`src/rtl/cmos_pkg.sv`:
```
package cmos_pkg;
  localparam int unsigned IDX_CTLA = 10;
  localparam int unsigned IDX_CTLB = 11;
  localparam int unsigned IDX_STAT = 12;
  localparam int unsigned IDX_FIXD = 13;
  localparam logic [7:0]  RST_CTLA = 8'h26;
  localparam logic [7:0]  RST_CTLB = 8'h02;
  localparam logic [7:0]  VAL_FIXD = 8'h80;
  localparam int unsigned UIP_BIT  = 7;
  localparam int unsigned SET_BIT  = 7;
  localparam int unsigned UEIE_BIT = 4;
  typedef enum logic [1:0] {SW_IDLE, SW_WALK, SW_WB} sw_state_e;
endpackage

```
`src/rtl/cmos_index_reg.sv`:
```
module cmos_index_reg #(
  parameter int unsigned AW = 7,
  parameter int unsigned DW = 8
) (
  input  logic          clk,
  input  logic          rst_n,
  input  logic          ld,
  input  logic [DW-1:0] wdata,
  output logic [AW-1:0] idx
);
  always_ff @(posedge clk) begin
    if (!rst_n)  idx <= '0;
    else if (ld) idx <= wdata[AW-1:0];
  end

  a_r1_load_low_bits: assert property (@(posedge clk) disable iff (!rst_n)
    ld |=> idx == $past(wdata[AW-1:0]));
endmodule

```
`src/rtl/cmos_ctrl_regs.sv`:
```
module cmos_ctrl_regs
  import cmos_pkg::*;
#(
  parameter int unsigned DW = 8
) (
  input  logic          clk,
  input  logic          rst_n,
  input  logic          wr_a,
  input  logic          wr_b,
  input  logic          rd_c,
  input  logic [DW-1:0] wdata,
  input  logic [DW-1:0] flag_set,
  input  logic          uip_set,
  input  logic          uip_clr,
  output logic [DW-1:0] reg_a,
  output logic [DW-1:0] reg_b,
  output logic [DW-1:0] reg_c,
  output logic          irq
);
  logic [DW-1:0] a_n, b_n, c_n;
  logic          irq_n;
  logic          enter_set;

  assign enter_set = wr_b && wdata[SET_BIT];

  always_comb begin
    a_n = reg_a;
    if (uip_set) a_n[UIP_BIT] = 1'b1;
    if (uip_clr) a_n[UIP_BIT] = 1'b0;
    if (wr_a)    a_n = {a_n[UIP_BIT], wdata[DW-2:0]};
    if (enter_set) a_n[UIP_BIT] = 1'b0;
  end

  always_comb begin
    b_n = reg_b;
    if (wr_b) begin
      b_n = wdata;
      if (enter_set) b_n[UEIE_BIT] = 1'b0;
    end
  end

  always_comb begin
    c_n   = (rd_c ? '0 : reg_c) | flag_set;
    irq_n = irq;
    if (rd_c)          irq_n = 1'b0;
    if (|flag_set)     irq_n = 1'b1;
  end

  always_ff @(posedge clk) begin
    if (!rst_n) begin
      reg_a <= RST_CTLA[DW-1:0];
      reg_b <= RST_CTLB[DW-1:0];
      reg_c <= '0;
      irq   <= 1'b0;
    end else begin
      reg_a <= a_n;
      reg_b <= b_n;
      reg_c <= c_n;
      irq   <= irq_n;
    end
  end

  a_r5_clear_on_read: assert property (@(posedge clk) disable iff (!rst_n)
    (rd_c && flag_set == '0) |=> (reg_c == '0 && !irq));
  a_r9_set_wins: assert property (@(posedge clk) disable iff (!rst_n)
    (flag_set != '0) |=> (irq && ((reg_c & $past(flag_set)) == $past(flag_set))));
  a_r6_uip_protected: assert property (@(posedge clk) disable iff (!rst_n)
    (wr_a && !wr_b && !uip_set && !uip_clr) |=> reg_a[UIP_BIT] == $past(reg_a[UIP_BIT]));
  a_r7_set_mode: assert property (@(posedge clk) disable iff (!rst_n)
    enter_set |=> (!reg_b[UEIE_BIT] && !reg_a[UIP_BIT] && reg_b[SET_BIT]));
endmodule

```
`src/rtl/cmos_byte_store.sv`:
```
module cmos_byte_store #(
  parameter int unsigned DW     = 8,
  parameter int unsigned DEPTH  = 128,
  parameter int unsigned AW     = 7,
  parameter int unsigned HI_IDX = 46,
  parameter int unsigned LO_IDX = 47
) (
  input  logic            clk,
  input  logic            rst_n,
  input  logic            cfg_we,
  input  logic [AW-1:0]   cfg_addr,
  input  logic [DW-1:0]   cfg_wdata,
  input  logic            host_we,
  input  logic [AW-1:0]   host_addr,
  input  logic [DW-1:0]   host_wdata,
  input  logic            sum_we,
  input  logic [2*DW-1:0] sum_val,
  input  logic [AW-1:0]   rd_addr_a,
  output logic [DW-1:0]   rd_data_a,
  input  logic [AW-1:0]   rd_addr_b,
  output logic [DW-1:0]   rd_data_b
);
  logic [DEPTH*DW-1:0] flat;

  for (genvar g = 0; g < DEPTH; g++) begin : g_byte
    localparam bit IS_HI = (g == HI_IDX);
    localparam bit IS_LO = (g == LO_IDX);
    logic [DW-1:0] q;
    always_ff @(posedge clk) begin
      if (!rst_n)                                   q <= '0;
      else if (cfg_we && cfg_addr == AW'(g))        q <= cfg_wdata;
      else if (host_we && host_addr == AW'(g))      q <= host_wdata;
      else if (sum_we && IS_HI)                     q <= sum_val[2*DW-1:DW];
      else if (sum_we && IS_LO)                     q <= sum_val[DW-1:0];
    end
    assign flat[g*DW +: DW] = q;
  end

  assign rd_data_a = flat[rd_addr_a*DW +: DW];
  assign rd_data_b = flat[rd_addr_b*DW +: DW];

  a_r11_no_host_during_wb: assert property (@(posedge clk) disable iff (!rst_n)
    !(host_we && sum_we));
endmodule

```
`src/rtl/cmos_sum_walker.sv`:
```
module cmos_sum_walker
  import cmos_pkg::*;
#(
  parameter int unsigned DW    = 8,
  parameter int unsigned AW    = 7,
  parameter int unsigned FIRST = 16,
  parameter int unsigned LAST  = 45
) (
  input  logic            clk,
  input  logic            rst_n,
  input  logic            trig,
  output logic [AW-1:0]   rd_addr,
  input  logic [DW-1:0]   rd_data,
  output logic            wb_en,
  output logic [2*DW-1:0] wb_sum,
  output logic            busy
);
  localparam logic [AW-1:0] P_FIRST = AW'(FIRST);
  localparam logic [AW-1:0] P_LAST  = AW'(LAST);

  sw_state_e       state;
  logic [AW-1:0]   ptr;
  logic [2*DW-1:0] acc;

  always_ff @(posedge clk) begin
    if (!rst_n) begin
      state <= SW_IDLE;
      ptr   <= P_FIRST;
      acc   <= '0;
    end else if (trig) begin
      state <= SW_WALK;
      ptr   <= P_FIRST;
      acc   <= '0;
    end else begin
      case (state)
        SW_WALK: begin
          acc <= acc + {{DW{1'b0}}, rd_data};
          if (ptr == P_LAST) state <= SW_WB;
          else               ptr   <= ptr + 1'b1;
        end
        SW_WB:   state <= SW_IDLE;
        default: state <= SW_IDLE;
      endcase
    end
  end

  assign rd_addr = ptr;
  assign wb_en   = (state == SW_WB);
  assign wb_sum  = acc;
  assign busy    = (state != SW_IDLE);

  a_r11_ptr_in_range: assert property (@(posedge clk) disable iff (!rst_n)
    (state == SW_WALK) |-> (ptr >= P_FIRST && ptr <= P_LAST));
  a_r10_single_writeback: assert property (@(posedge clk) disable iff (!rst_n)
    wb_en |=> !wb_en);
endmodule

```
`src/rtl/cmos_regport.sv`:
```
module cmos_regport
  import cmos_pkg::*;
#(
  parameter int unsigned DW        = 8,
  parameter int unsigned DEPTH     = 128,
  parameter int unsigned SUM_FIRST = 16,
  parameter int unsigned SUM_LAST  = 45,
  parameter int unsigned SUM_HI    = 46,
  parameter int unsigned SUM_LO    = 47
) (
  input  logic                     clk,
  input  logic                     rst_n,
  input  logic                     req_valid,
  output logic                     req_ready,
  input  logic                     req_write,
  input  logic                     req_sel,
  input  logic [DW-1:0]            req_wdata,
  output logic                     rsp_valid,
  output logic [DW-1:0]            rsp_rdata,
  input  logic                     cfg_we,
  input  logic [$clog2(DEPTH)-1:0] cfg_addr,
  input  logic [DW-1:0]            cfg_wdata,
  input  logic [DW-1:0]            flag_set,
  input  logic                     uip_set,
  input  logic                     uip_clr,
  output logic [DW-1:0]            ctl_a,
  output logic [DW-1:0]            ctl_b,
  output logic                     irq,
  output logic                     sum_busy
);
  localparam int unsigned AW = $clog2(DEPTH);
  localparam logic [AW-1:0] I_A = AW'(IDX_CTLA);
  localparam logic [AW-1:0] I_B = AW'(IDX_CTLB);
  localparam logic [AW-1:0] I_C = AW'(IDX_STAT);
  localparam logic [AW-1:0] I_D = AW'(IDX_FIXD);
  localparam logic [AW-1:0] S_FIRST = AW'(SUM_FIRST);
  localparam logic [AW-1:0] S_LAST  = AW'(SUM_LAST);

  logic            accept, idx_ld, data_we, data_rd, is_ctrl;
  logic [AW-1:0]   idx;
  logic [DW-1:0]   reg_c, store_rd, sel_byte, walk_byte;
  logic [AW-1:0]   walk_addr;
  logic            wb_en, trig;
  logic [2*DW-1:0] wb_sum;

  assign req_ready = !sum_busy;
  assign accept    = req_valid && req_ready;
  assign idx_ld    = accept && req_write && !req_sel;
  assign data_we   = accept && req_write && req_sel;
  assign data_rd   = accept && !req_write && req_sel;
  assign is_ctrl   = (idx == I_A) || (idx == I_B) || (idx == I_C) || (idx == I_D);
  assign trig      = cfg_we && (cfg_addr >= S_FIRST) && (cfg_addr <= S_LAST);

  cmos_index_reg #(.AW(AW), .DW(DW)) u_idx (
    .clk(clk), .rst_n(rst_n), .ld(idx_ld), .wdata(req_wdata), .idx(idx)
  );

  cmos_ctrl_regs #(.DW(DW)) u_ctrl (
    .clk(clk), .rst_n(rst_n),
    .wr_a(data_we && idx == I_A),
    .wr_b(data_we && idx == I_B),
    .rd_c(data_rd && idx == I_C),
    .wdata(req_wdata), .flag_set(flag_set),
    .uip_set(uip_set), .uip_clr(uip_clr),
    .reg_a(ctl_a), .reg_b(ctl_b), .reg_c(reg_c), .irq(irq)
  );

  cmos_byte_store #(.DW(DW), .DEPTH(DEPTH), .AW(AW),
                    .HI_IDX(SUM_HI), .LO_IDX(SUM_LO)) u_store (
    .clk(clk), .rst_n(rst_n),
    .cfg_we(cfg_we), .cfg_addr(cfg_addr), .cfg_wdata(cfg_wdata),
    .host_we(data_we && !is_ctrl), .host_addr(idx), .host_wdata(req_wdata),
    .sum_we(wb_en), .sum_val(wb_sum),
    .rd_addr_a(idx), .rd_data_a(store_rd),
    .rd_addr_b(walk_addr), .rd_data_b(walk_byte)
  );

  cmos_sum_walker #(.DW(DW), .AW(AW), .FIRST(SUM_FIRST), .LAST(SUM_LAST)) u_walk (
    .clk(clk), .rst_n(rst_n), .trig(trig),
    .rd_addr(walk_addr), .rd_data(walk_byte),
    .wb_en(wb_en), .wb_sum(wb_sum), .busy(sum_busy)
  );

  always_comb begin
    if      (idx == I_A) sel_byte = ctl_a;
    else if (idx == I_B) sel_byte = ctl_b;
    else if (idx == I_C) sel_byte = reg_c;
    else if (idx == I_D) sel_byte = VAL_FIXD[DW-1:0];
    else                 sel_byte = store_rd;
  end

  always_ff @(posedge clk) begin
    if (!rst_n) begin
      rsp_valid <= 1'b0;
      rsp_rdata <= '0;
    end else begin
      rsp_valid <= accept && !req_write;
      if (accept && !req_write) rsp_rdata <= req_sel ? sel_byte : {DW{1'b1}};
    end
  end

  a_r3_rsp_after_read: assert property (@(posedge clk) disable iff (!rst_n)
    rsp_valid |-> $past(req_valid && req_ready && !req_write));
  a_r11_stall_while_busy: assert property (@(posedge clk) disable iff (!rst_n)
    (sum_busy && req_valid) |=> !rsp_valid || $past(!req_write) == 1'b0);
endmodule

```
`config.mk`:
```
export PLATFORM = sky130hd
export DESIGN_NAME = cmos_regport
export DESIGN_NICKNAME = d
export VERILOG_FILES = /design/src/rtl/cmos_pkg.sv /design/src/rtl/cmos_index_reg.sv /design/src/rtl/cmos_ctrl_regs.sv /design/src/rtl/cmos_byte_store.sv /design/src/rtl/cmos_sum_walker.sv /design/src/rtl/cmos_regport.sv
export SDC_FILE = /design/constraint.sdc
export NUM_CORES = 2
export LEC_CHECK = 0
export BUFFER_PORTS_ARGS = -buffer_cell sky130_fd_sc_hd__buf_2
export CORE_UTILIZATION = 50
export CTS_CLUSTER_SIZE = 24
export DETAILED_ROUTE_END_ITERATION = 7
export PLACE_DENSITY_LB_ADDON = 0.15
export SLEW_MARGIN = 20
export SYNTH_ARGS = -nofsm -noshare
export SYNTH_HDL_FRONTEND = slang
export SYNTH_SLANG_ARGS = --single-unit
```
`constraint.sdc`:
```
create_clock -name clk -period 5.2 [get_ports clk]
set_clock_uncertainty 0.05 [all_clocks]
set_input_delay 0.26 -clock clk [delete_from_list [all_inputs] [get_ports clk]]
set_output_delay 0.26 -clock clk [all_outputs]
set_load 0.005 [all_outputs]
```
# --- Yosys cells after proc, flatten, opt, wreduce, memory -nomap -nowiden ---
# Cells that the tools add are included.
word_totals:
  output_inout_bits: 28
  ff_bits: 1090
  elab_cells: 1093
  input_bits: 39
op_classes:
  add_sub_neg: 2
  n_reduce_logical: 413
  n_eq_ne: 258
  shift: 2
  mux: 272
  order_cmp: 2
  n_bitwise: 4
op_table:
  columns: ["cell", "count"]
  rows:
  - ["$mux W8", 264]
  - ["$shiftx A1024 B11 Y8", 2]
  - ["$eq A7 B7 Y1 const B", 128]
  - ["$eq A7 B6 Y1 const B", 65]
  - ["$logic_and A1 B1 Y1", 269]
  - ["$reduce_bool A2 Y1", 128]
  - ["$eq A7 B5 Y1 const B", 32]
  - ["$eq A7 B4 Y1 const B", 16]
  - ["$eq A7 B3 Y1 const B", 8]
  - ["$eq A7 B2 Y1 const B", 4]
  - ["$add A16 B8 Y16", 1]
  - ["$eq A7 B1 Y1 const B", 2]
  - ["$logic_not A7 Y1", 2]
  - ["$mux W1", 8]
  - ["$or A8 B8 Y8", 1]
  - ["$reduce_or A8 Y1", 1]
  - ["$add A7 B1 Y7 const B", 1]
  - ["$ge A7 B5 Y1 const B", 1]
  - ["$le A7 B6 Y1 const B", 1]
  - ["$reduce_bool A3 Y1", 2]
  - ["$logic_not A1 Y1", 4]
  - ["$reduce_or A2 Y1", 2]
  - ["$logic_or A1 B1 Y1", 3]
  - ["$ne A3 B2 Y1 const B", 1]
  - ["5 further kinds", 7]

# --- Depth between registers and ports, before layout ---
logic_depth:
  ltp_word: 9
  ltp_mapped: 19
  depth_no_buf: 15

# --- Hierarchy ---
# From an unflattened synthesis, not the netlist that was laid out.
hier_totals:
  cells_unflattened: 6238
  area_unflattened_um2: 66318.6
by_module_without_submodules:
  columns: ["module", "seq_area_each_um2", "n_inst", "area_each_um2", "cells_per_inst"]
  rows:
  - ["cmos_byte_store", 20499.7, 1, 62875.3, 5872]
  - ["cmos_sum_walker", 500.5, 1, 1385.1, 157]
  - ["cmos_ctrl_regs", 500.5, 1, 919.6, 83]
  - ["cmos_regport", 180.2, 1, 873.3, 104]
  - ["cmos_index_reg", 140.1, 1, 265.3, 22]

# --- Worst setup path after synthesis ---
# No wires, ideal clock.
synth_path:
  path_type: "reg2reg"
  startpoint: "register u_walk.ptr[0], in the netlist u_walk.rd_addr[0]"
  endpoint: "register u_walk.acc[6], in the netlist u_walk.wb_sum[6]"
  t_required_ns: 5.080
  n_path_buf: 4
  period_less_slack_ns: 4.090
  path_stages_with_launch: 19
  arrival_ns: 3.969
  setup_slack_ns: 1.110
  cell_sequence: "dfxtp_1 -> buf_2 -> buf_2 -> buf_2 -> buf_4 -> mux4_2 -> mux4_2 -> mux2i_1 -> a221oi_1 -> ha_1 -> inv_1 -> fa_1 -> nor2b_1 -> o21ai_0 -> a21boi_0 -> o21ai_0 -> and3_1 -> o21ai_0 -> a21oi_1"
synth_between:
  elab_chain_len: 2
synth_lines:
  columns: ["element", "line", "source"]
  rows:
  - ["from (decl)", "cmos_sum_walker.sv:22", "logic [AW-1:0] ptr;"]
  - ["from (signal assigned)", "cmos_sum_walker.sv:39", "else ptr <= ptr + 1'b1;"]
  - ["$shiftx A1024 B11 Y8", "cmos_byte_store.sv:40", "assign rd_data_b = flat[rd_addr_b*DW +: DW];"]
  - ["$add A16 B8 Y16", "cmos_sum_walker.sv:37", "acc <= acc + {{DW{1'b0}}, rd_data};"]
  - ["to (signal assigned)", "cmos_sum_walker.sv:37", null]
  - ["to (decl)", "cmos_sum_walker.sv:23", "logic [2*DW-1:0] acc;"]
# No other way between the ends.
# A chain may end at the register's enable or synchronous reset.

# --- Worst setup path in the final report ---
layout_path:
  startpoint: "register u_walk.ptr[0], in the netlist u_walk.rd_addr[0]"
  endpoint: "register u_walk.acc[15], in the netlist u_walk.wb_sum[15]"
# The elaborated chain is that of the path after synthesis.

==> flow_summary.ini <==
[outcome]
violations = negative hold slack
status = finished, violations left

[synthesis]
synth_cell_types = 74
synth.most_common_cell = nor2_1
syn-cell-area_um2 = 65950
synth_largest_area_cell = dfxtp_1
async_reset_ff_share_pct = 0
synth_area_leaders = dfxtp_1 (33%), mux4_2 (20%), a311oi_1 (8.9%), nor2_1 (6.3%), mux2i_1 (6.2%)
ys_ff_latch = 1090
netlist_instances = 7246
synth_nets = 7296
synthDominantCellAreaShare_pct = 33.09
synth_ff_type = dfxtp_1
synth-seq-area-share_pct = 33.09
synth_edf_count = 0
ys_warn_count = 0
synth_commonest_cells = nor2_1 (1,106), dfxtp_1 (1,090), nand2_1 (938)
synth.avg_cell_area_um2 = 9.102

[worst_setup_path]
reg2reg_to = u_walk.wb_sum[15]
critPathCaptureType = flip-flop
path_delay_family = compound AO/OA/AOI/OAI gates
slowest_delay_ns = 0.54
start_kind = flip-flop
worstPathArrival_ns = 5.61
path_class = reg -> reg
r2r_start = u_walk.rd_addr[0]
required_ns = 5.89
crit_buf_inv = 3
cp_max_fo = 51
rrSetupSlack_ns = 0.27
worstPathCellList = buf_12 -> buf_4 -> mux4_2 -> mux4_2 -> mux2i_1 -> a22oi_1 -> nand2_1 -> inv_1 -> ha_1 -> a21o_1 -> a21oi_1 -> o21ai_0 -> a31oi_1 -> o21bai_1 -> a211oi_1 -> a31o_2
cpMostUsedCell = mux4_2
reg2reg_depth = 16
cp_slowest_cell = mux4_2

[drt]
wire_per_inst_um = 33.12
ant_nets = 0
drt-total-wl_mm = 288.5
drt_pass1_iterations = 8
drc = 0
drt_iter0_markers = 9695
vias = 64070
viasPerCell = 7.356

[finish]
multi_input_area_um2 = 40670
seqCellArea_um2 = 21850
layout.nets = 6912
drive_above_1_share_pct = 17.50
area_growth_pct = 9.139
num-fill-cells = 11600

[timing]
holdWs_ns = -0.02365
rsz0062_at_grt = no
setup_slack_ns = 0.2735
slew_viol_final = 0
fmax_mhz = 203.0
tns_ns = 0
hold_viol = 4
setup-violations-final = 0
period_needed_ns = 4.926
period_share_pct = 94.74
worst_pin_slew_ns = 1.268
slew_headroom_pct = 15.38

[global_route]
grt_start_max_net_pins = 193
grt_pass1_vias = 58390
grt_pass1_wl_mm = 418.3
grt_overflow_total = 0
antenna_found_initial = 17
grt_usage_pct = 42.56

[clock_tree]
cts_buffers = 130
post_cts_buffers = 0
ctsHtreeMaxLevel = 4
cts_resized = 0
clk_pin_slew_ns = 0.06
cts_tree = built
cts.sinks = 1090
clk_root_buffer_cell = clkbuf_16
cts_max_path_buffers = 3
worstSkewPairLatency_ns = 0.80

[die]
die_h_um = 365.2
coreArea_um2 = 130100
start_util_pct = 50.67
die_w_um = 365.2
row_count = 132
pin_count = 67
die_area_um2 = 133400

[hold_path]
hp-class = in -> reg
worstHoldPathCells = 3
worstHoldEndpoint = u_store.g_byte[44].q[1]
min-delay-start = cfg_wdata[1]

[placement]
place_ws_ns = 0.4143
port_buffers = 66
dpl.hpwl_mm = 187.8
place_congestion = 0.9974

[power]
p_leak_uw = 0.02209
p_per_area_nw_per_um2 = 270.7
ir_drop_uv = 243.3

[run]
cap_viol_max_count = 0
-- worst min-delay path, cell delays in order --
cell,delay (ns)
buf_6,0.22
nor2_1,0.20
a211oi_1,0.06
-- cells by family after synthesis --
family	share of synthesized area, %
xor gates and xnor gates	0.1859
buffers and inverters	5.597
muxes	26.27
adders and majority gates	0.2201
AOI/OAI and AO/OA	18.10
and+or+nand+nor	16.54
DFF	33.09
-- cells in the final DEF, fill, tap and decap left out, drive strengths merged, types with 9 or more instances in the layout --
| master | instances |
|---|---|
| a221oi | 16 |
| xnor2 | 10 |
| nand3 | 405 |
| a221o | 18 |
| dlygate4sd3 | 22 |
| a22oi | 38 |
| mux2i | 411 |
| and3 | 22 |
| o21bai | 11 |
| o22ai | 16 |
| nor4 | 9 |
| dfxtp | 1090 |
| nor3 | 26 |
| nand2 | 939 |
| mux4 | 584 |
| inv | 24 |
| ha | 10 |
| a22o | 12 |
| nand2b | 11 |
| nor2b | 24 |
| clkbuf | 192 |
| nor2 | 1130 |
| nand4 | 13 |
| a211oi | 316 |
| clkinv | 22 |
| o21ai | 390 |
| a21oi | 93 |
| and2 | 32 |
| a311oi | 672 |
| buf | 322 |
| o221ai | 10 |
-- metal layers --
layer  share of wire [%]  vias to the layer above  GRT usage (%)
li1                    -                    26620              -
met1                  38                    31570          56.70
met2                  42                     4890          60.79
met3                  14                      967          13.13
met4                 6.6                       22          24.60
met5               0.049                        -              0
-- sequential cells by signal, summed over array words and instances, names as in the netlist --
register and count:
rsp_rdata 8, rsp_valid 1, u_ctrl.irq 1, u_ctrl.reg_a 8
u_ctrl.reg_b 8, u_ctrl.reg_c 8, u_idx.idx 7, u_store.g_byte.q 1024
u_walk.rd_addr 7, u_walk.state 2, u_walk.wb_sum 16
-- power breakdown --
group          switching, uW  leakage (uW)  internal, uW
sequential              70.8       0.00879          8400
combinational           1210        0.0112           438
clock                   3960       0.00208          5410
total                   5240        0.0221         14200
-- worst max path at each step --
stage | from | end | cells past startpoint
6_report | u_walk.rd_addr[0] | u_walk.wb_sum[15] | 16
5_1_grt | u_walk.rd_addr[0] | u_walk.wb_sum[15] | 16
4_1_cts | u_walk.rd_addr[0] | u_walk.wb_sum[15] | 16
3_5_place_dp | u_walk.rd_addr[0] | u_walk.wb_sum[15] | 16
3_3_place_gp | u_walk.rd_addr[0] | u_walk.wb_sum[6] | 16
2_1_floorplan | u_walk.rd_addr[0] | u_walk.wb_sum[6] | 18
-- what timing repair did --
| action | 4_1_cts | 5_1_grt |
|---|---|---|
| hold endpoints to repair | 119 | 0 |
| setup endpoints to repair | 0 | 0 |
| hold buffers | 22 | 0 |
-- per-stage QoR --
| stage | power [uW] | hold WS, ns | std cells | util (%) | cell area (um^2) |
|---|---|---|---|---|---|
| 6_report | 19490 | -0.02365 | 8710 | 55.31 | 71980 |
| 5_1_grt | 19860 | 0.03044 | 8706 | 55.30 | 71970 |
| 4_1_cts | 19400 | 0.01852 | 8703 | 55.24 | 71900 |
| 3_5_place_dp | 10210 | 0.3826 | 8450 | 51.80 | 67420 |
| 3_3_place_gp | 10200 | 0.3842 | 8450 | 51.80 | 67410 |
| 2_1_floorplan | 9595 | 0.2931 | 7246 | - | 65950 |
-- layout make-up --
type,instances,area share (%)
Clock inverter,39,0.6484
Antenna cell,7,0.02434
Sequential cell,1090,30.36
Inverter,18,0.1060
Clock buffer,192,5.264
Multi-Input combinational cell,5278,56.51
Timing Repair Buffer,344,4.061
Tap cell,1742,3.028
Power figures use the tool's default switching activity.
